`src/rtl/tsa_pkg.sv`:
```
package tsa_pkg;
  localparam int NSLOT        = 12;
  localparam int SLOT_BITS    = 8;
  localparam int CLK_PER_BIT  = 2;
  localparam int NREG         = 4;
  localparam int NPAIR        = NREG / 2;
  localparam int DW           = SLOT_BITS;
  localparam int AW           = 4;
  localparam int SLOT_W       = $clog2(NSLOT);
  localparam int BIT_W        = $clog2(SLOT_BITS);
  localparam int PH_W         = $clog2(CLK_PER_BIT);
  localparam int POS_W        = BIT_W + PH_W;
  localparam int CLK_PER_SLOT = SLOT_BITS * CLK_PER_BIT;
  localparam int TIC_SLOT     = NSLOT - 1;
  localparam int A_DATA0      = 0;
  localparam int A_CFG0       = NREG;
  localparam int A_CTRL       = 2 * NREG;
  localparam int A_STAT       = 2 * NREG + 1;
  localparam int A_ACK        = 2 * NREG + 2;

  typedef logic [DW-1:0] data_t;

  typedef struct packed {
    logic              irq_en;
    logic              oe;
    logic              swap;
    logic              dps;
    logic [SLOT_W-1:0] slot;
  } cfg_t;
endpackage

```
`src/rtl/tsa_frame_ctr.sv`:
```
module tsa_frame_ctr
  import tsa_pkg::*;
(
  input  logic              clk_i,
  input  logic              rst_ni,
  input  logic              fsc_i,
  output logic [SLOT_W-1:0] slot_o,
  output logic [BIT_W-1:0]  bit_o,
  output logic              slot_first_o,
  output logic              slot_last_o,
  output logic              sample_o
);
  logic [POS_W-1:0]  pos_q;
  logic [SLOT_W-1:0] slot_q;

  always_ff @(posedge clk_i or negedge rst_ni) begin
    if (!rst_ni) begin
      pos_q  <= '0;
      slot_q <= '0;
    end else if (fsc_i) begin
      pos_q  <= '0;
      slot_q <= '0;
    end else if (slot_last_o) begin
      pos_q  <= '0;
      slot_q <= (slot_q == SLOT_W'(NSLOT - 1)) ? '0 : slot_q + SLOT_W'(1);
    end else begin
      pos_q  <= pos_q + POS_W'(1);
    end
  end

  assign slot_o       = slot_q;
  assign bit_o        = pos_q[POS_W-1 -: BIT_W];
  assign slot_first_o = (pos_q == '0);
  assign slot_last_o  = (pos_q == POS_W'(CLK_PER_SLOT - 1));
  assign sample_o     = &pos_q[PH_W-1:0];

  AST_FSC_ALIGN: assert property (@(posedge clk_i) disable iff (!rst_ni)
    fsc_i |=> (slot_q == '0 && pos_q == '0));
  AST_SLOT_WRAP: assert property (@(posedge clk_i) disable iff (!rst_ni)
    (!fsc_i && slot_last_o && slot_q == SLOT_W'(NSLOT - 1)) |=> slot_q == '0);
endmodule

```
`src/rtl/tsa_chan.sv`:
```
module tsa_chan
  import tsa_pkg::*;
(
  input  logic              clk_i,
  input  logic              rst_ni,
  input  cfg_t              cfg_i,
  input  logic              tic_i,
  input  logic [SLOT_W-1:0] slot_i,
  input  logic [BIT_W-1:0]  bit_i,
  input  logic              slot_first_i,
  input  logic              slot_last_i,
  input  logic              sample_i,
  input  logic              du_i,
  input  logic              dd_i,
  input  logic              wr_i,
  input  data_t             wdata_i,
  input  data_t             partner_i,
  input  logic              ack_i,
  input  logic              rd_clr_i,
  output data_t             data_o,
  output logic              du_o,
  output logic              dd_o,
  output logic              sti_o,
  output logic              stov_o
);
  data_t             shift_q, data_q, hold_q;
  logic              sti_q, stov_q, sti_n, stov_n;
  logic [SLOT_W-1:0] eff_slot, pre_slot;
  logic              in_bit, hit, load, xfer, drive, tx_bit;

  // arbitration-slot watch overrides slot and line, never drives
  assign eff_slot = tic_i ? SLOT_W'(TIC_SLOT) : cfg_i.slot;
  assign in_bit   = (!tic_i && cfg_i.dps) ? dd_i : du_i;
  assign hit      = (slot_i == eff_slot);
  assign xfer     = hit && slot_last_i;
  // output byte is fetched at the start of the slot before the driven one
  assign pre_slot = (cfg_i.slot == '0) ? SLOT_W'(NSLOT - 1) : cfg_i.slot - SLOT_W'(1);
  assign load     = slot_first_i && (slot_i == pre_slot);
  assign drive    = cfg_i.oe && !tic_i && (slot_i == cfg_i.slot);
  assign tx_bit   = hold_q[BIT_W'(SLOT_BITS - 1) - bit_i];

  always_ff @(posedge clk_i or negedge rst_ni) begin
    if (!rst_ni) begin
      shift_q <= '0;
      data_q  <= '0;
      hold_q  <= '0;
    end else begin
      if (hit && sample_i) shift_q <= {shift_q[DW-2:0], in_bit};
      if (xfer)            data_q  <= {shift_q[DW-2:0], in_bit};
      else if (wr_i)       data_q  <= wdata_i;
      if (load)            hold_q  <= cfg_i.swap ? partner_i : data_q;
    end
  end

  always_comb begin
    sti_n  = sti_q;
    stov_n = stov_q;
    if (rd_clr_i) begin
      sti_n  = 1'b0;
      stov_n = 1'b0;
    end
    if (ack_i) sti_n = 1'b0;
    if (xfer && cfg_i.irq_en) begin
      if (sti_n) stov_n = 1'b1;
      sti_n = 1'b1;
    end
  end

  always_ff @(posedge clk_i or negedge rst_ni) begin
    if (!rst_ni) begin
      sti_q  <= 1'b0;
      stov_q <= 1'b0;
    end else begin
      sti_q  <= sti_n;
      stov_q <= stov_n;
    end
  end

  assign data_o = data_q;
  assign du_o   = !(drive && cfg_i.dps) || tx_bit;
  assign dd_o   = !(drive && !cfg_i.dps) || tx_bit;
  assign sti_o  = sti_q;
  assign stov_o = stov_q;

  AST_OVF_AFTER_STI: assert property (@(posedge clk_i) disable iff (!rst_ni)
    $rose(stov_o) |-> $past(sti_o));
  AST_STI_ENABLED: assert property (@(posedge clk_i) disable iff (!rst_ni)
    $rose(sti_o) |-> $past(cfg_i.irq_en));
  AST_ACK_CLEARS: assert property (@(posedge clk_i) disable iff (!rst_ni)
    (ack_i && !(xfer && cfg_i.irq_en)) |=> !sti_o);
  AST_IDLE_HIGH: assert property (@(posedge clk_i) disable iff (!rst_ni)
    (!cfg_i.oe || tic_i) |-> (du_o && dd_o));
endmodule

```
`src/rtl/tdm_slot_access.sv`:
```
module tdm_slot_access
  import tsa_pkg::*;
(
  input  logic          clk_i,
  input  logic          rst_ni,
  input  logic          fsc_i,
  input  logic          du_i,
  input  logic          dd_i,
  output logic          du_o,
  output logic          dd_o,
  input  logic [AW-1:0] addr_i,
  input  logic          we_i,
  input  logic          re_i,
  input  logic [DW-1:0] wdata_i,
  output logic [DW-1:0] rdata_o,
  output logic          irq_o
);
  logic [SLOT_W-1:0] slot;
  logic [BIT_W-1:0]  bit_idx;
  logic              slot_first, slot_last, sample, rd_clr;
  cfg_t              cfg_q [NREG];
  logic [NPAIR-1:0]  tic_q;
  data_t             data [NREG];
  logic [NREG-1:0]   du_v, dd_v, sti, stov;

  tsa_frame_ctr i_frame_ctr (
    .clk_i, .rst_ni, .fsc_i,
    .slot_o(slot), .bit_o(bit_idx), .slot_first_o(slot_first),
    .slot_last_o(slot_last), .sample_o(sample)
  );

  always_ff @(posedge clk_i or negedge rst_ni) begin
    if (!rst_ni) begin
      for (int i = 0; i < NREG; i++) cfg_q[i] <= '0;
      tic_q <= '0;
    end else if (we_i) begin
      for (int i = 0; i < NREG; i++)
        if (addr_i == AW'(A_CFG0 + i)) cfg_q[i] <= cfg_t'(wdata_i);
      if (addr_i == AW'(A_CTRL)) tic_q <= wdata_i[NPAIR-1:0];
    end
  end

  assign rd_clr = re_i && (addr_i == AW'(A_STAT));

  for (genvar g = 0; g < NREG; g++) begin : g_chan
    logic tic;
    if (g % 2 == 0) begin : g_even
      assign tic = tic_q[g/2];
    end else begin : g_odd
      assign tic = 1'b0;
    end

    tsa_chan i_chan (
      .clk_i, .rst_ni,
      .cfg_i(cfg_q[g]), .tic_i(tic),
      .slot_i(slot), .bit_i(bit_idx), .slot_first_i(slot_first),
      .slot_last_i(slot_last), .sample_i(sample),
      .du_i, .dd_i,
      .wr_i(we_i && addr_i == AW'(A_DATA0 + g)), .wdata_i,
      .partner_i(data[g ^ 1]),
      .ack_i(we_i && addr_i == AW'(A_ACK) && wdata_i[g]),
      .rd_clr_i(rd_clr),
      .data_o(data[g]), .du_o(du_v[g]), .dd_o(dd_v[g]),
      .sti_o(sti[g]), .stov_o(stov[g])
    );
  end

  always_comb begin
    rdata_o = '0;
    for (int i = 0; i < NREG; i++) begin
      if (addr_i == AW'(A_DATA0 + i)) rdata_o = data[i];
      if (addr_i == AW'(A_CFG0 + i))  rdata_o = cfg_q[i];
    end
    if (addr_i == AW'(A_CTRL)) rdata_o = DW'(tic_q);
    if (addr_i == AW'(A_STAT)) rdata_o = DW'({stov, sti});
  end

  // open-drain: any channel pulling low wins
  assign du_o  = &du_v;
  assign dd_o  = &dd_v;
  assign irq_o = |{stov, sti};

  AST_RD_CLEARS: assert property (@(posedge clk_i) disable iff (!rst_ni)
    (rd_clr && !slot_last) |=> (sti == '0 && stov == '0));
endmodule

```
`config.mk`:
```
export PLATFORM = sky130hd
export DESIGN_NAME = tdm_slot_access
export DESIGN_NICKNAME = d
export VERILOG_FILES = /design/src/rtl/tsa_pkg.sv /design/src/rtl/tsa_frame_ctr.sv /design/src/rtl/tsa_chan.sv /design/src/rtl/tdm_slot_access.sv
export SDC_FILE = /design/constraint.sdc
export NUM_CORES = 1
export LEC_CHECK = 0
export BUFFER_PORTS_ARGS = -buffer_cell sky130_fd_sc_hd__buf_2
export CAP_MARGIN = 20
export CORE_UTILIZATION = 50
export CTS_CLUSTER_DIAMETER = 40
export CTS_CLUSTER_SIZE = 14
export DETAILED_ROUTE_END_ITERATION = 7
export GPL_ROUTABILITY_DRIVEN = 0
export PLACE_DENSITY = 0.67
export SLEW_MARGIN = 15
export SYNTH_ARGS = -nofsm -noshare
export SYNTH_HDL_FRONTEND = slang
export SYNTH_SLANG_ARGS = --single-unit
```
`constraint.sdc`:
```
create_clock -name clk_i -period 5.75 [get_ports clk_i]
set_input_delay 0.2875 -clock clk_i [delete_from_list [all_inputs] [get_ports clk_i]]
set_output_delay 0.2875 -clock clk_i [all_outputs]
set_load 0.05 [all_outputs]
```
==> impl_metrics.py <==
metrics = {
    "die": {
        "rows": 45,
        "die_w_um": 128,
        "core_um2": 15400,
        "die_h_um": 128,
        "start_util": 0.518,
        "die-area_um2": 16500,
        "io_pins": 30,
    },
    "worst_setup_path": {
        "required_ns": 5.46,
        "r2r-end": "g_chan[2].i_chan.data_o[6]",
        "reg2reg_from": "i_frame_ctr.slot_o[1]",
        "cp_max_fo": 26,
        "worst_setup_path_end_kind": "output pin",
        "path_buf_inv": 2,
        "worstSetupPathType": "input pin to output pin",
        "critical_path_arrival_ns": 2.87,
        "ff2ff_setup_slack_ns": 3.06,
        "max_stage_delay_ns": 0.91,
        "path_common_cell": "buf_2",
        "worst_path_max_delay_cell": "nor2b_1",
        "worstRegToRegCells": 4,
        "crit_family": "simple AND/OR/NAND/NOR gates",
        "path_cells": "buf_2, nor2b_1, a21oi_1, o21ai_0, a221o_1, buf_2",
        "critPathLaunchType": "input pin",
    },
    "power_and_ir_drop": {
        "pwr-share-seq": 0.451,
        "p_int_mw": 2.40,
        "swShare": 0.324,
        "switching_power_mw": 1.15,
        "clockPowerShare": 0.299,
        "total_power_mw": 3.55,
        "comb_power_share": 0.250,
        "power_density_nw_per_um2": 403,
        "peakVddDrop_uv": 229,
        "leakagePower_nw": 3.87,
    },
    "clock_network": {
        "worstSkewPairLatency_ns": 0.43,
        "cts_resized": 0,
        "cts_buffer_depth": 2,
        "cts_sinks": 142,
        "post_cts_buffers": 0,
        "clk_root_buffer_cell": "clkbuf_16",
        "h-tree-depth": 4,
        "clk_pin_slew_ns": 0.06,
        "cts_hold_buf": 1,
        "cts_buffers": 17,
        "cts_tree": "built",
    },
    "synth": {
        "synth_flop_cell": "dfrtp_1",
        "synth_top_cells_by_area": "dfrtp_1 (44%), mux2_2 (19%), mux2i_1 (4.6%)",
        "ys_seq_elements": 142,
        "yosys_warnings": 0,
        "netlist_area_um2": 8000,
        "syn_inst": 729,
        "synth_seq_area_share": 0.444,
        "yosys.cell_count.top_type": "dfrtp_1",
        "avgSynthCellArea_um2": 11.0,
        "synth_enable_flop_cells": 0,
        "synth_fp_nets": 755,
        "synth_commonest_cells": "dfrtp_1 (142), mux2_2 (135), nand2_1 (66)",
        "yosysTopAreaCell": "dfrtp_1",
        "synthArstFlopShare": 1.00,
        "yosys.area.top_type_share": 0.444,
        "ys_types": 55,
    },
    "detailed_routing": {
        "wl_per_cell_um": 22.9,
        "viasPerCell": 6.27,
        "drtIter0Drc": 560,
        "drc": 0,
        "dr.pass1.iters": 5,
        "drt-total-wl_mm": 21.9,
        "vias": 6003,
        "antenna_left": 0,
    },
    "finish": {
        "utilization": 0.570,
        "area_delta_synth_final_pct": 10.0,
        "nets": 760,
        "multiInputGateArea_um2": 4150,
        "register_area_um2": 3550,
        "diodes": 0,
        "drive_above_1_share": 0.295,
        "fillerInstances": 1348,
    },
    "grt": {
        "grtUsageTotal": 0.284,
        "grt_pass1_vias": 6024,
        "grt_pass1_wl_mm": 34.4,
        "grt_overflow": 0,
        "grt_max_degree": 78,
        "antenna_found_initial": 0,
    },
    "sta": {
        "slew_headroom": 0.295,
        "rsz0062_at_grt": "no",
        "finClkSkew_ns": 0.0103,
        "max_freq_ghz": 0.316,
        "layout_min_cycle_time_ns": 3.16,
        "tightest_slew_ns": 1.05,
        "setup_violations": 0,
        "finalCritPeriodShare": 0.550,
        "final_max_slew_viol_count": 0,
        "final-hold-violation-count": 0,
        "fin_tns_setup_ns": 0,
    },
    "worst_hold_path": {
        "holdCritStartpoint": "re_i",
        "whs_path_depth": 2,
        "hp-class": "input pin to flip-flop",
        "whs_endpoint": "g_chan[3].i_chan.stov_o",
    },
    "placed_design": {
        "dp_hpwl_mm": 15.3,
        "port_buffers": 29,
    },
    "run": {
        "drv_cap": 0,
    },
    "run_status": {
        "status": "finished, final reports clean",
    },
}
[routing by layer]
| metal | vias up | global-route usage | wire, um |
|---|---|---|---|
| li1 | 2630 | - | - |
| met1 | 3043 | 0.389 | 9350 |
| met2 | 280 | 0.451 | 10200 |
| met3 | 50 | 0.0603 | 1770 |
| met4 | 0 | 0.0913 | 595 |
| met5 | - | 0 | 0 |
[area by class of cell]
type | count | area share
Multi-Input combinational cell | 514 | 0.471
Clock buffer | 20 | 0.0508
Sequential cell | 142 | 0.404
Inverter | 27 | 0.0115
Timing Repair Buffer | 32 | 0.0201
Tap cell | 211 | 0.0300
Clock inverter | 12 | 0.0125
[sequential cells by signal, indices dropped and copies added (netlist names)]
signal / cells
cfg_q: 32
g_chan.i_chan.data_o: 32
g_chan.i_chan.hold_q: 32
g_chan.i_chan.shift_q: 28
g_chan.i_chan.sti_o: 4
g_chan.i_chan.stov_o: 4
i_frame_ctr.pos_q: 4
i_frame_ctr.slot_o: 4
tic_q: 2
[cells by family after synthesis]
| family | synth area share |
|---|---|
| and+or+nand+nor | 0.102 |
| adders and majority gates | 0.0110 |
| xor gates and xnor gates | 0.0252 |
| muxes | 0.280 |
| buffers and inverters | 0.0371 |
| DFF | 0.444 |
| AOI/OAI and AO/OA | 0.100 |
[power by group through the flow]
stage	registers, mW	logic [mW]	clock network (mW)
final	1.60	0.886	1.06
after CTS	1.59	0.888	1.07
after global placement	1.60	0.857	0
after detailed placement	1.61	0.884	0
after global routing	1.64	0.969	1.11
after floorplan	1.43	0.770	0
[placed cells by master (no fill, tap or decap), drive strengths merged, types with 3 or more instances in the layout]
cell type  instances
o22ai              6
nand2b             9
dfrtp            142
a31oi              8
clkinv             7
nand3             10
o21ai             52
or4b               5
a221o              6
a221oi             3
nor2              31
nand2             66
a21o               3
nor4               4
a211oi             5
a21oi             25
nand4              6
mux2             143
mux2i             37
o311ai             6
a21boi             4
inv               30
and3               3
buf               31
nor2b              8
nand3b             7
mux4              10
xor2               9
clkbuf            20
ha                 7
nor3               5
xnor2             14
[worst max-delay path by stage]
stage / from / end / slack, ns / depth (start not counted)
2_1_floorplan: addr_i[2] / rdata_o[1] / 2.77 / 7
3_3_place_gp: addr_i[2] / rdata_o[5] / 2.66 / 6
3_5_place_dp: addr_i[2] / rdata_o[5] / 2.67 / 6
4_1_cts: i_frame_ctr.slot_o[2] / du_o / 2.64 / 6
5_1_grt: i_frame_ctr.slot_o[2] / du_o / 2.49 / 6
6_report: addr_i[2] / rdata_o[5] / 2.59 / 6
[per-stage QoR]
| step | cell area (um^2) | setup WS [ns] | hold slack [ns] | cells |
|---|---|---|---|---|
| after detailed placement | 8230 | 2.67 | 0.373 | 925 |
| after floorplan | 8000 | 2.77 | -0.00809 | 729 |
| after global placement | 8230 | 2.66 | 0.367 | 925 |
| final | 8800 | 2.59 | 0.0970 | 958 |
| after CTS | 8800 | 2.64 | 0.0888 | 958 |
| after global routing | 8800 | 2.49 | 0.0934 | 958 |
Power figures use the tool's default switching activity.
